--- config.mk ---
export PLATFORM = sky130hd
export DESIGN_NAME = intc_vectored
export DESIGN_NICKNAME = d
export VERILOG_FILES = /design/src/rtl/intc_pkg.sv /design/src/rtl/intc_src_merge.sv /design/src/rtl/intc_arbiter.sv /design/src/rtl/intc_svc_tracker.sv /design/src/rtl/intc_vectored.sv
export SDC_FILE = /design/constraint.sdc
export NUM_CORES = 1
export LEC_CHECK = 0
export CORE_MARGIN = 8
export CORE_UTILIZATION = 55
export DETAILED_ROUTE_END_ITERATION = 10
export DONT_BUFFER_PORTS = 1
export PLACE_DENSITY = 0.78
export SLEW_MARGIN = 0
export SYNTH_ARGS = -nofsm -noshare
export SYNTH_HDL_FRONTEND = slang
export SYNTH_SLANG_ARGS = --single-unit
--- constraint.sdc ---
create_clock -name clk -period 32.8 [get_ports clk]
set_input_delay 4.92 -clock clk [delete_from_list [all_inputs] [get_ports clk]]
set_output_delay 4.92 -clock clk [all_outputs]
set_load 0.03 [all_outputs]
--- src/rtl/intc_pkg.sv ---
package intc_pkg;
  typedef logic [1:0] lvl_t;
  localparam lvl_t LVL_NONE = 2'd0;
  localparam lvl_t LVL_LO   = 2'd1;
  localparam lvl_t LVL_MID  = 2'd2;
  localparam lvl_t LVL_TOP  = 2'd3;
  localparam int   NUM_LVL  = 3;
endpackage

--- src/rtl/intc_src_merge.sv ---
module intc_src_merge #(
  parameter int NUM_VEC     = 10,
  parameter int SRC_PER_VEC = 2,
  localparam int NUM_SRC    = NUM_VEC * SRC_PER_VEC
) (
  input  logic [NUM_SRC-1:0] src_i,
  output logic [NUM_VEC-1:0] vec_o
);
  for (genvar v = 0; v < NUM_VEC; v++) begin : g_grp
    assign vec_o[v] = |src_i[v*SRC_PER_VEC +: SRC_PER_VEC];
  end
endmodule

--- src/rtl/intc_arbiter.sv ---
module intc_arbiter
  import intc_pkg::*;
#(
  parameter int NUM_VEC = 10,
  parameter int NUM_TOP = 2,
  localparam int IDX_W  = $clog2(NUM_VEC)
) (
  input  logic [NUM_VEC-1:0] req_i,
  input  logic [NUM_VEC-1:0] sel_i,
  output logic               win_valid_o,
  output logic [IDX_W-1:0]   win_idx_o,
  output lvl_t               win_lvl_o
);
  lvl_t vec_lvl [NUM_VEC];

  // Upper level is top-capable only for the lowest NUM_TOP vectors
  for (genvar v = 0; v < NUM_VEC; v++) begin : g_lvl
    if (v < NUM_TOP) begin : g_top
      assign vec_lvl[v] = sel_i[v] ? LVL_TOP : LVL_LO;
    end else begin : g_mid
      assign vec_lvl[v] = sel_i[v] ? LVL_MID : LVL_LO;
    end
  end

  // Strict compare in ascending order keeps the lowest index on ties
  always_comb begin
    win_lvl_o = LVL_NONE;
    win_idx_o = '0;
    for (int v = 0; v < NUM_VEC; v++) begin
      if (req_i[v] && (vec_lvl[v] > win_lvl_o)) begin
        win_lvl_o = vec_lvl[v];
        win_idx_o = IDX_W'(v);
      end
    end
    win_valid_o = (win_lvl_o != LVL_NONE);
  end
endmodule

--- src/rtl/intc_svc_tracker.sv ---
module intc_svc_tracker
  import intc_pkg::*;
(
  input  logic clk,
  input  logic rst,
  input  logic take_i,
  input  lvl_t take_lvl_i,
  input  logic ret_i,
  output lvl_t cur_lvl_o
);
  logic [NUM_LVL-1:0] svc_q, svc_nxt, clr_mask;
  lvl_t               cur_q, cur_nxt;

  always_comb begin
    clr_mask = '0;
    for (int i = 0; i < NUM_LVL; i++) begin
      if (svc_q[i]) clr_mask = NUM_LVL'(1) << i;
    end
    svc_nxt = svc_q;
    if (ret_i) svc_nxt = svc_nxt & ~clr_mask;
    if (take_i && (take_lvl_i != LVL_NONE)) svc_nxt[int'(take_lvl_i) - 1] = 1'b1;
    cur_nxt = LVL_NONE;
    for (int i = 0; i < NUM_LVL; i++) begin
      if (svc_nxt[i]) cur_nxt = lvl_t'(i + 1);
    end
  end

  always_ff @(posedge clk) begin
    if (rst) begin
      svc_q <= '0;
      cur_q <= LVL_NONE;
    end else begin
      svc_q <= svc_nxt;
      cur_q <= cur_nxt;
    end
  end

  assign cur_lvl_o = cur_q;
endmodule

--- src/rtl/intc_vectored.sv ---
module intc_vectored
  import intc_pkg::*;
#(
  parameter int NUM_VEC     = 10,
  parameter int NUM_TOP     = 2,
  parameter int SRC_PER_VEC = 2,
  parameter int ADDR_W      = 8,
  parameter int VEC_BASE    = 3,
  parameter int VEC_STEP    = 8,
  localparam int NUM_SRC    = NUM_VEC * SRC_PER_VEC,
  localparam int IDX_W      = $clog2(NUM_VEC)
) (
  input  logic               clk,
  input  logic               rst,
  input  logic [NUM_SRC-1:0] src_req_i,
  input  logic [NUM_VEC-1:0] lvl_sel_i,
  input  logic               ack_i,
  input  logic               reti_i,
  output logic               irq_o,
  output logic [ADDR_W-1:0]  vec_addr_o,
  output logic [1:0]         cur_lvl_o
);
  logic [NUM_VEC-1:0] vec_req;
  logic               win_valid;
  logic [IDX_W-1:0]   win_idx;
  lvl_t               win_lvl;
  lvl_t               cur_lvl;
  logic               eligible, take;
  logic               irq_q;
  logic [IDX_W-1:0]   cand_idx_q;
  lvl_t               cand_lvl_q;
  logic [ADDR_W-1:0]  addr_q;

  intc_src_merge #(.NUM_VEC(NUM_VEC), .SRC_PER_VEC(SRC_PER_VEC)) u_merge (
    .src_i (src_req_i),
    .vec_o (vec_req)
  );

  intc_arbiter #(.NUM_VEC(NUM_VEC), .NUM_TOP(NUM_TOP)) u_arb (
    .req_i       (vec_req),
    .sel_i       (lvl_sel_i),
    .win_valid_o (win_valid),
    .win_idx_o   (win_idx),
    .win_lvl_o   (win_lvl)
  );

  assign take     = ack_i && irq_q;
  assign eligible = win_valid && (win_lvl > cur_lvl);

  intc_svc_tracker u_svc (
    .clk        (clk),
    .rst        (rst),
    .take_i     (take),
    .take_lvl_i (cand_lvl_q),
    .ret_i      (reti_i),
    .cur_lvl_o  (cur_lvl)
  );

  always_ff @(posedge clk) begin
    if (rst) begin
      irq_q      <= 1'b0;
      cand_idx_q <= '0;
      cand_lvl_q <= LVL_NONE;
      addr_q     <= '0;
    end else begin
      irq_q      <= eligible && !take;
      cand_idx_q <= win_idx;
      cand_lvl_q <= win_lvl;
      if (take) addr_q <= ADDR_W'(VEC_BASE) + ADDR_W'(cand_idx_q) * ADDR_W'(VEC_STEP);
    end
  end

  assign irq_o      = irq_q;
  assign vec_addr_o = addr_q;
  assign cur_lvl_o  = cur_lvl;
endmodule

==> results.py, run 1 <==
metrics = {
    "outcome": {
        "status": "finished clean",
    },
    "synth": {
        "synth_edf_count": 0,
        "yosysWarnings": 0,
        "yosysMostFrequentCell": "nor2_1",
        "synth-async-reset-ratio": 0,
        "ys_seq_area_frac": 0.249,
        "synth_cell_type_count": 48,
        "synth-xor-area-share": 0,
        "synth_common_cells": "nor2_1 (20), a21oi_1 (18), dfxtp_1 (17)",
        "synth_flop_cell": "dfxtp_1",
        "synth_top_family_by_area": "compound AO/OA/AOI/OAI gates",
        "synth_compound_area_frac": 0.358,
        "synth_cells": 176,
        "synth_area_leaders": "dfxtp_1 (25%), ha_1 (10%), a21oi_1 (6.6%)",
        "synth_top_cell_area_share": 0.249,
        "yosysTopAreaCell": "dfxtp_1",
        "synth-adder-area-share": 0.118,
        "ys_ff_latch": 17,
        "synthMuxAreaShare": 0,
        "syn_area_per_cell_um2": 7.76,
        "yosys.area_share.simple": 0.219,
        "netlist_area_um2": 1370,
    },
    "setup_path": {
        "slowest_delay_ps": 400,
        "endpoint_kind": "register",
        "slowest_stage": "a2111oi_0",
        "crit_type": "input pin to register",
        "crit_path_start_kind": "input pin",
        "crit_top_cell": "ha_1",
        "critPathRequiredTime_ps": 33020,
        "crit_fanout": 4,
        "crit_buf_inv": 2,
        "crit_family": "compound AO/OA/AOI/OAI gates",
        "cp.arrival_ps": 15170,
    },
    "layout": {
        "nFillCells": 228,
        "fin_area_um2": 1390,
        "drive_gt1_frac": 0.0862,
        "antenna-diode-count": 0,
        "regArea_um2": 340,
        "area_delta_synth_final_pct": 1.65,
        "nNetsFinal": 220,
        "layout.cells.non_filler": 204,
        "postLayoutCoreUtil": 0.576,
        "multiInputGateArea_um2": 957,
    },
    "place": {
        "gp_congestion": 0.774,
        "post-dp-hpwl_um": 2720,
        "io_buffers": 0,
        "postPlaceCellArea_um2": 1360,
        "dpl_worst_slack_ps": 17590,
        "dp_cells": 200,
    },
    "floorplanning": {
        "die-width_um": 65.8,
        "ioPinCount": 45,
        "initial_utilization": 0.566,
        "core_um2": 2410,
        "dieArea_um2": 4330,
        "die_y_um": 65.8,
        "std_cell_rows": 18,
    },
    "power_and_ir_drop": {
        "combinationalPowerShare": 0.479,
        "swShare": 0.401,
        "p_switching_uw": 29.2,
        "intPower_uw": 43.7,
        "p_leak_nw": 0.543,
        "ir_worst_vdd_v": 0.0000300,
        "power.density_nw_per_um2": 52.5,
        "p_clk_frac": 0.145,
        "power_frac_seq": 0.375,
        "p_total_uw": 72.9,
    },
    "clock_tree": {
        "cts_buffers": 3,
        "clock-sinks": 17,
        "clock_path_buffers": 2,
        "ctsResizeCount": 0,
        "cts_tree": "done",
        "path_clk_slew_ps": 90,
        "ctsHoldBuffers": 0,
        "cts_root_buf": "clkbuf_4",
        "clkLatencyLatePin_ps": 280,
        "htree_num_levels": 1,
        "cts_setup_buffers": 0,
    },
    "global_route": {
        "grt_max_degree": 17,
        "antenna_found_initial": 0,
        "grt_pass1_vias": 1329,
        "grt_pass1_wl_um": 5350,
        "overflow": 0,
        "track_usage": 0.150,
    },
    "timing": {
        "hold_viol": 0,
        "rsz0062_at_grt": "false",
        "slew-limit-headroom": 0.591,
        "tightest_slew_ps": 613,
        "tns_ps": 0,
        "holdWs_ps": 438,
        "clock_skew_ps": 5.19,
        "timing.final.crit_share": 0.456,
        "min_period_ps": 14950,
        "fin_ws_ps": 17850,
        "setup_viol": 0,
        "clock.fmax_mhz": 66.9,
        "slew_violations": 0,
    },
    "detailed_routing": {
        "firstDrtPassIters": 4,
        "avgRoutedWirePerCell_um": 15.5,
        "drt_drc_violations_left": 0,
        "drt_iter0_markers": 77,
        "ant_nets": 0,
        "viasPerCell": 6.25,
        "vias": 1276,
        "wl_um": 3150,
    },
    "hold_path": {
        "hold_path.class": "register to register",
    },
    "job": {
        "cap_violations": 0,
    },
}
power groups by stage:
| stage | Clock [mW] | Sequential [mW] | Combinational [mW] |
|---|---|---|---|
| 5_1_grt | 0.0121 | 0.0279 | 0.0397 |
| 3_5_place_dp | 0 | 0.0279 | 0.0348 |
| 6_report | 0.0106 | 0.0274 | 0.0349 |
| 2_1_floorplan | 0 | 0.0271 | 0.0297 |
| 4_1_cts | 0.0111 | 0.0274 | 0.0350 |
| 3_3_place_gp | 0 | 0.0278 | 0.0325 |
worst min-delay path: cells and delay by family, from the launching register on:
family          cells  cell delay (ps)
flops               1              310
simple gates        1               50
compound gates      1               50
cell type report:
cell class	count	area share
inverter	7	0.0189
sequential	17	0.245
clock buffer	4	0.0189
tap	30	0.0271
multi-input combinational	146	0.690
cell usage in the layout (no fill, tap or decap), types with 2 or more instances in the layout:
master / count
clkbuf_4: 3
a311oi_1: 2
or3_1: 3
a21boi_1: 2
nor2_1: 20
nand2_1: 15
a31oi_1: 2
nand3_1: 4
inv_1: 7
nand2b_1: 3
a22o_1: 2
o21ai_0: 9
a21o_1: 2
and2_1: 2
dfxtp_1: 17
conb_1: 2
a21oi_1: 18
o22ai_1: 3
a211oi_1: 2
o211ai_1: 4
ha_1: 11
and3_1: 2
nor3_1: 4
o21bai_1: 4
o21ai_1: 4
o21a_1: 6
flip-flops by register name (all words and copies together) (netlist names):
name             count
cand_idx_q           4
u_svc.cur_lvl_o      2
cand_lvl_q           2
u_svc.svc_q          3
vec_addr_o           5
irq_o                1
metal layers:
layer  vias up  part of all wire  routed length (um)  GRT usage
li1        645                 -                   -          -
met1       584              0.36                1150      0.148
met2        41              0.54                1700      0.278
met3         6             0.081                 255     0.0356
met4         0             0.015                  46     0.0817
met5         -                 0                   0          0
final timing paths:
check,start,slack [ps],endpoint,depth (start not counted)
max,src_req_i[1],17850,irq_o,51
min,cand_idx_q[2],440,vec_addr_o[5],2
max reg2reg,irq_o,31390,u_svc.cur_lvl_o[0],5
min reg2reg,cand_idx_q[2],440,vec_addr_o[5],2
kinds of logic after synthesis:
kind of cell	Yosys count
AO/OA/AOI/OAI	71
AND/OR/NAND/NOR	60
flip-flops	17
buffers and inverters	14
other	1
adder cells (fa/ha/maj)	13
(Power assumes the default switching activity.)
==> run 2: changes to the inputs <==
ABC_AREA = 1   (was not set)
clock period = 14.6 ns   (was 32.8 ns; I/O delays follow)
==> run 2 against run 1 <==
Worst setup slack got worse by 14000 ps. Flip-flop and latch count is the same. Combinational power increased by 90%. Cell count rose by 22%. Cell area increased by 3.5%. Synthesized area up 2.7%. Die area is 2.0% higher. Critical path depth up 16. Critical path type unchanged. Largest power group unchanged.
==> results.py, run 2 <==
metrics = {
    "outcome": {
        "status": "finished clean",
    },
    "detailed_routing": {
        "firstDrtPassIters": 4,
        "vias": 1208,
        "drt_drc_violations_left": 0,
        "avgRoutedWirePerCell_um": 9.92,
        "drt_iter0_markers": 45,
        "ant_nets": 0,
        "wl_um": 2460,
        "viasPerCell": 4.87,
    },
    "layout": {
        "final_cell_mix": "nand2_1 (40), nor2_1 (38), inv_1 (30)",
        "largest_register_ffs": 5,
        "nFillCells": 247,
        "drive_gt1_frac": 0.156,
        "antenna-diode-count": 0,
        "nNetsFinal": 264,
        "layout_commonest_cell": "nand2_1",
        "area_delta_synth_final_pct": 2.50,
    },
    "timing": {
        "setup_viol": 0,
        "hold_viol": 0,
        "min_period_ps": 10350,
        "tns_ps": 0,
        "clock.fmax_mhz": 96.6,
        "slew-limit-headroom": 0.602,
        "fin_ws_ps": 4250,
        "slew_violations": 0,
        "rsz0062_at_grt": "false",
        "tightest_slew_ps": 596,
        "timing.final.crit_share": 0.709,
        "clock_skew_ps": 12.7,
    },
    "synth": {
        "synth_flop_cell": "dfxtp_1",
        "synth_area_leaders": "dfxtp_1 (24%), nand2_1 (11%), nor2_1 (10%)",
        "synth_common_cells": "nand2_1 (40), nor2_1 (38), inv_1 (30)",
        "yosysTopAreaCell": "dfxtp_1",
        "netlist_area_um2": 1400,
        "ys_ff_latch": 17,
        "synth_cell_type_count": 34,
        "synth_edf_count": 0,
        "ys_seq_area_frac": 0.243,
        "syn_area_per_cell_um2": 6.46,
        "synth_cells": 217,
        "yosysWarnings": 0,
        "yosysMostFrequentCell": "nand2_1",
        "synth_top_cell_area_share": 0.243,
        "synth-async-reset-ratio": 0,
    },
    "clock_tree": {
        "cts_setup_buffers": 0,
        "cts_buffers": 3,
        "path_clk_slew_ps": 110,
        "ctsResizeCount": 0,
        "clock_path_buffers": 2,
        "cts_root_buf": "clkbuf_4",
        "clock-sinks": 17,
        "ctsHoldBuffers": 0,
        "cts_tree": "done",
        "htree_num_levels": 1,
        "clkLatencyLatePin_ps": 290,
    },
    "place": {
        "io_buffers": 0,
        "gp_congestion": 0.771,
        "dpl_worst_slack_ps": 3870,
        "post-dp-hpwl_um": 2140,
    },
    "setup_path": {
        "critPathRequiredTime_ps": 14840,
        "r2r_cells": 6,
        "cp.arrival_ps": 10590,
        "crit_cells": 67,
        "crit_buf_inv": 10,
        "crit_fanout": 5,
        "crit_type": "input pin to register",
        "slowest_stage": "o32ai_1",
        "crit_family": "simple AND/OR/NAND/NOR gates",
        "crit_path_start_kind": "input pin",
        "crit_top_cell": "nand2_1",
        "slowest_delay_ps": 400,
        "endpoint_kind": "register",
    },
    "global_route": {
        "grt_pass1_wl_um": 4380,
        "overflow": 0,
        "track_usage": 0.117,
        "antenna_found_initial": 0,
        "grt_max_degree": 13,
        "grt_pass1_vias": 1129,
    },
    "floorplanning": {
        "core_um2": 2450,
        "initial_utilization": 0.571,
        "dieArea_um2": 4420,
        "die_y_um": 66.5,
        "ioPinCount": 45,
        "die-width_um": 66.5,
        "std_cell_rows": 18,
    },
    "job": {
        "cap_violations": 0,
    },
    "power_and_ir_drop": {
        "p_leak_nw": 0.723,
        "power.density_nw_per_um2": 107,
        "ir_worst_vdd_v": 0.0000739,
    },
    "hold_path": {
        "hold_path.class": "register to register",
        "min_path_cells": 2,
    },
}
run 2: cell count changes after synthesis, moves of 4 or more:
cell,previous run,this run
o21bai_1,4,0
nor3_1,4,0
inv_2,0,4
nand3_2,0,5
nor2_2,0,5
nor2_1,20,38
o21a_1,6,0
nand2_1,15,40
a21oi_1,18,11
nand3_1,4,12
nand2_2,1,7
inv_1,7,30
run 2: cells by family after synthesis:
kind of cell	after synthesis	synth area share
AND/OR/NAND/NOR	113	0.376
buffers and inverters	40	0.122
AO/OA/AOI/OAI	35	0.158
flip-flops	17	0.243
adder cells (fa/ha/maj)	11	0.0982
other	1	0.00268
run 2: per-layer routing:
| layer | global-route usage | vias up | share of wire |
|---|---|---|---|
| met3 | 0.0252 | 2 | 0.069 |
| met2 | 0.179 | 27 | 0.43 |
| met1 | 0.154 | 494 | 0.49 |
| met5 | 0 | - | 0 |
| met4 | 0.0480 | 0 | 0.0041 |
| li1 | - | 685 | - |
run 2: worst paths after layout:
| kind | startpoint | slack [ps] | end |
|---|---|---|---|
| setup reg to reg | irq_o | 13170 | u_svc.cur_lvl_o[0] |
| hold / removal | cand_idx_q[0] | 480 | vec_addr_o[3] |
| setup / recovery | src_req_i[1] | 4250 | irq_o |
| hold reg to reg | cand_idx_q[0] | 480 | vec_addr_o[3] |
run 2: final cells by class:
class                      count  area [um2]  area share
inverter                      36         138      0.0958
multi-input combinational    161         893       0.622
tap                           30        37.5      0.0261
clock inverter                 1        5.00     0.00348
clock buffer                   3        22.5      0.0157
sequential                    17         340       0.237
run 2: tightest hold or removal path, stage by stage, from the launching register on:
cell and delay [ps]:
dfxtp_1 320, o21ai_0 70, nor2_1 80
run 2: power breakdown:
part	internal [mW]	total (mW)	switching (mW)
registers	0.0535	0.0625	0.00902
clock network	0.0102	0.0250	0.0148
logic	0.0253	0.0662	0.0409
total	0.0889	0.154	0.0648
run 2: per-stage QoR:
step / hold slack, ps / std cells / total power, mW / area, um2 / util
after floorplan: 449 / 218 / 0.122 / 1410 / -
after global placement: 464 / 244 / 0.129 / 1410 / 0.574
after detailed placement: 471 / 244 / 0.130 / 1410 / 0.574
after CTS: 486 / 248 / 0.155 / 1440 / 0.585
after global routing: 511 / 248 / 0.170 / 1440 / 0.585
final: 481 / 248 / 0.154 / 1440 / 0.585
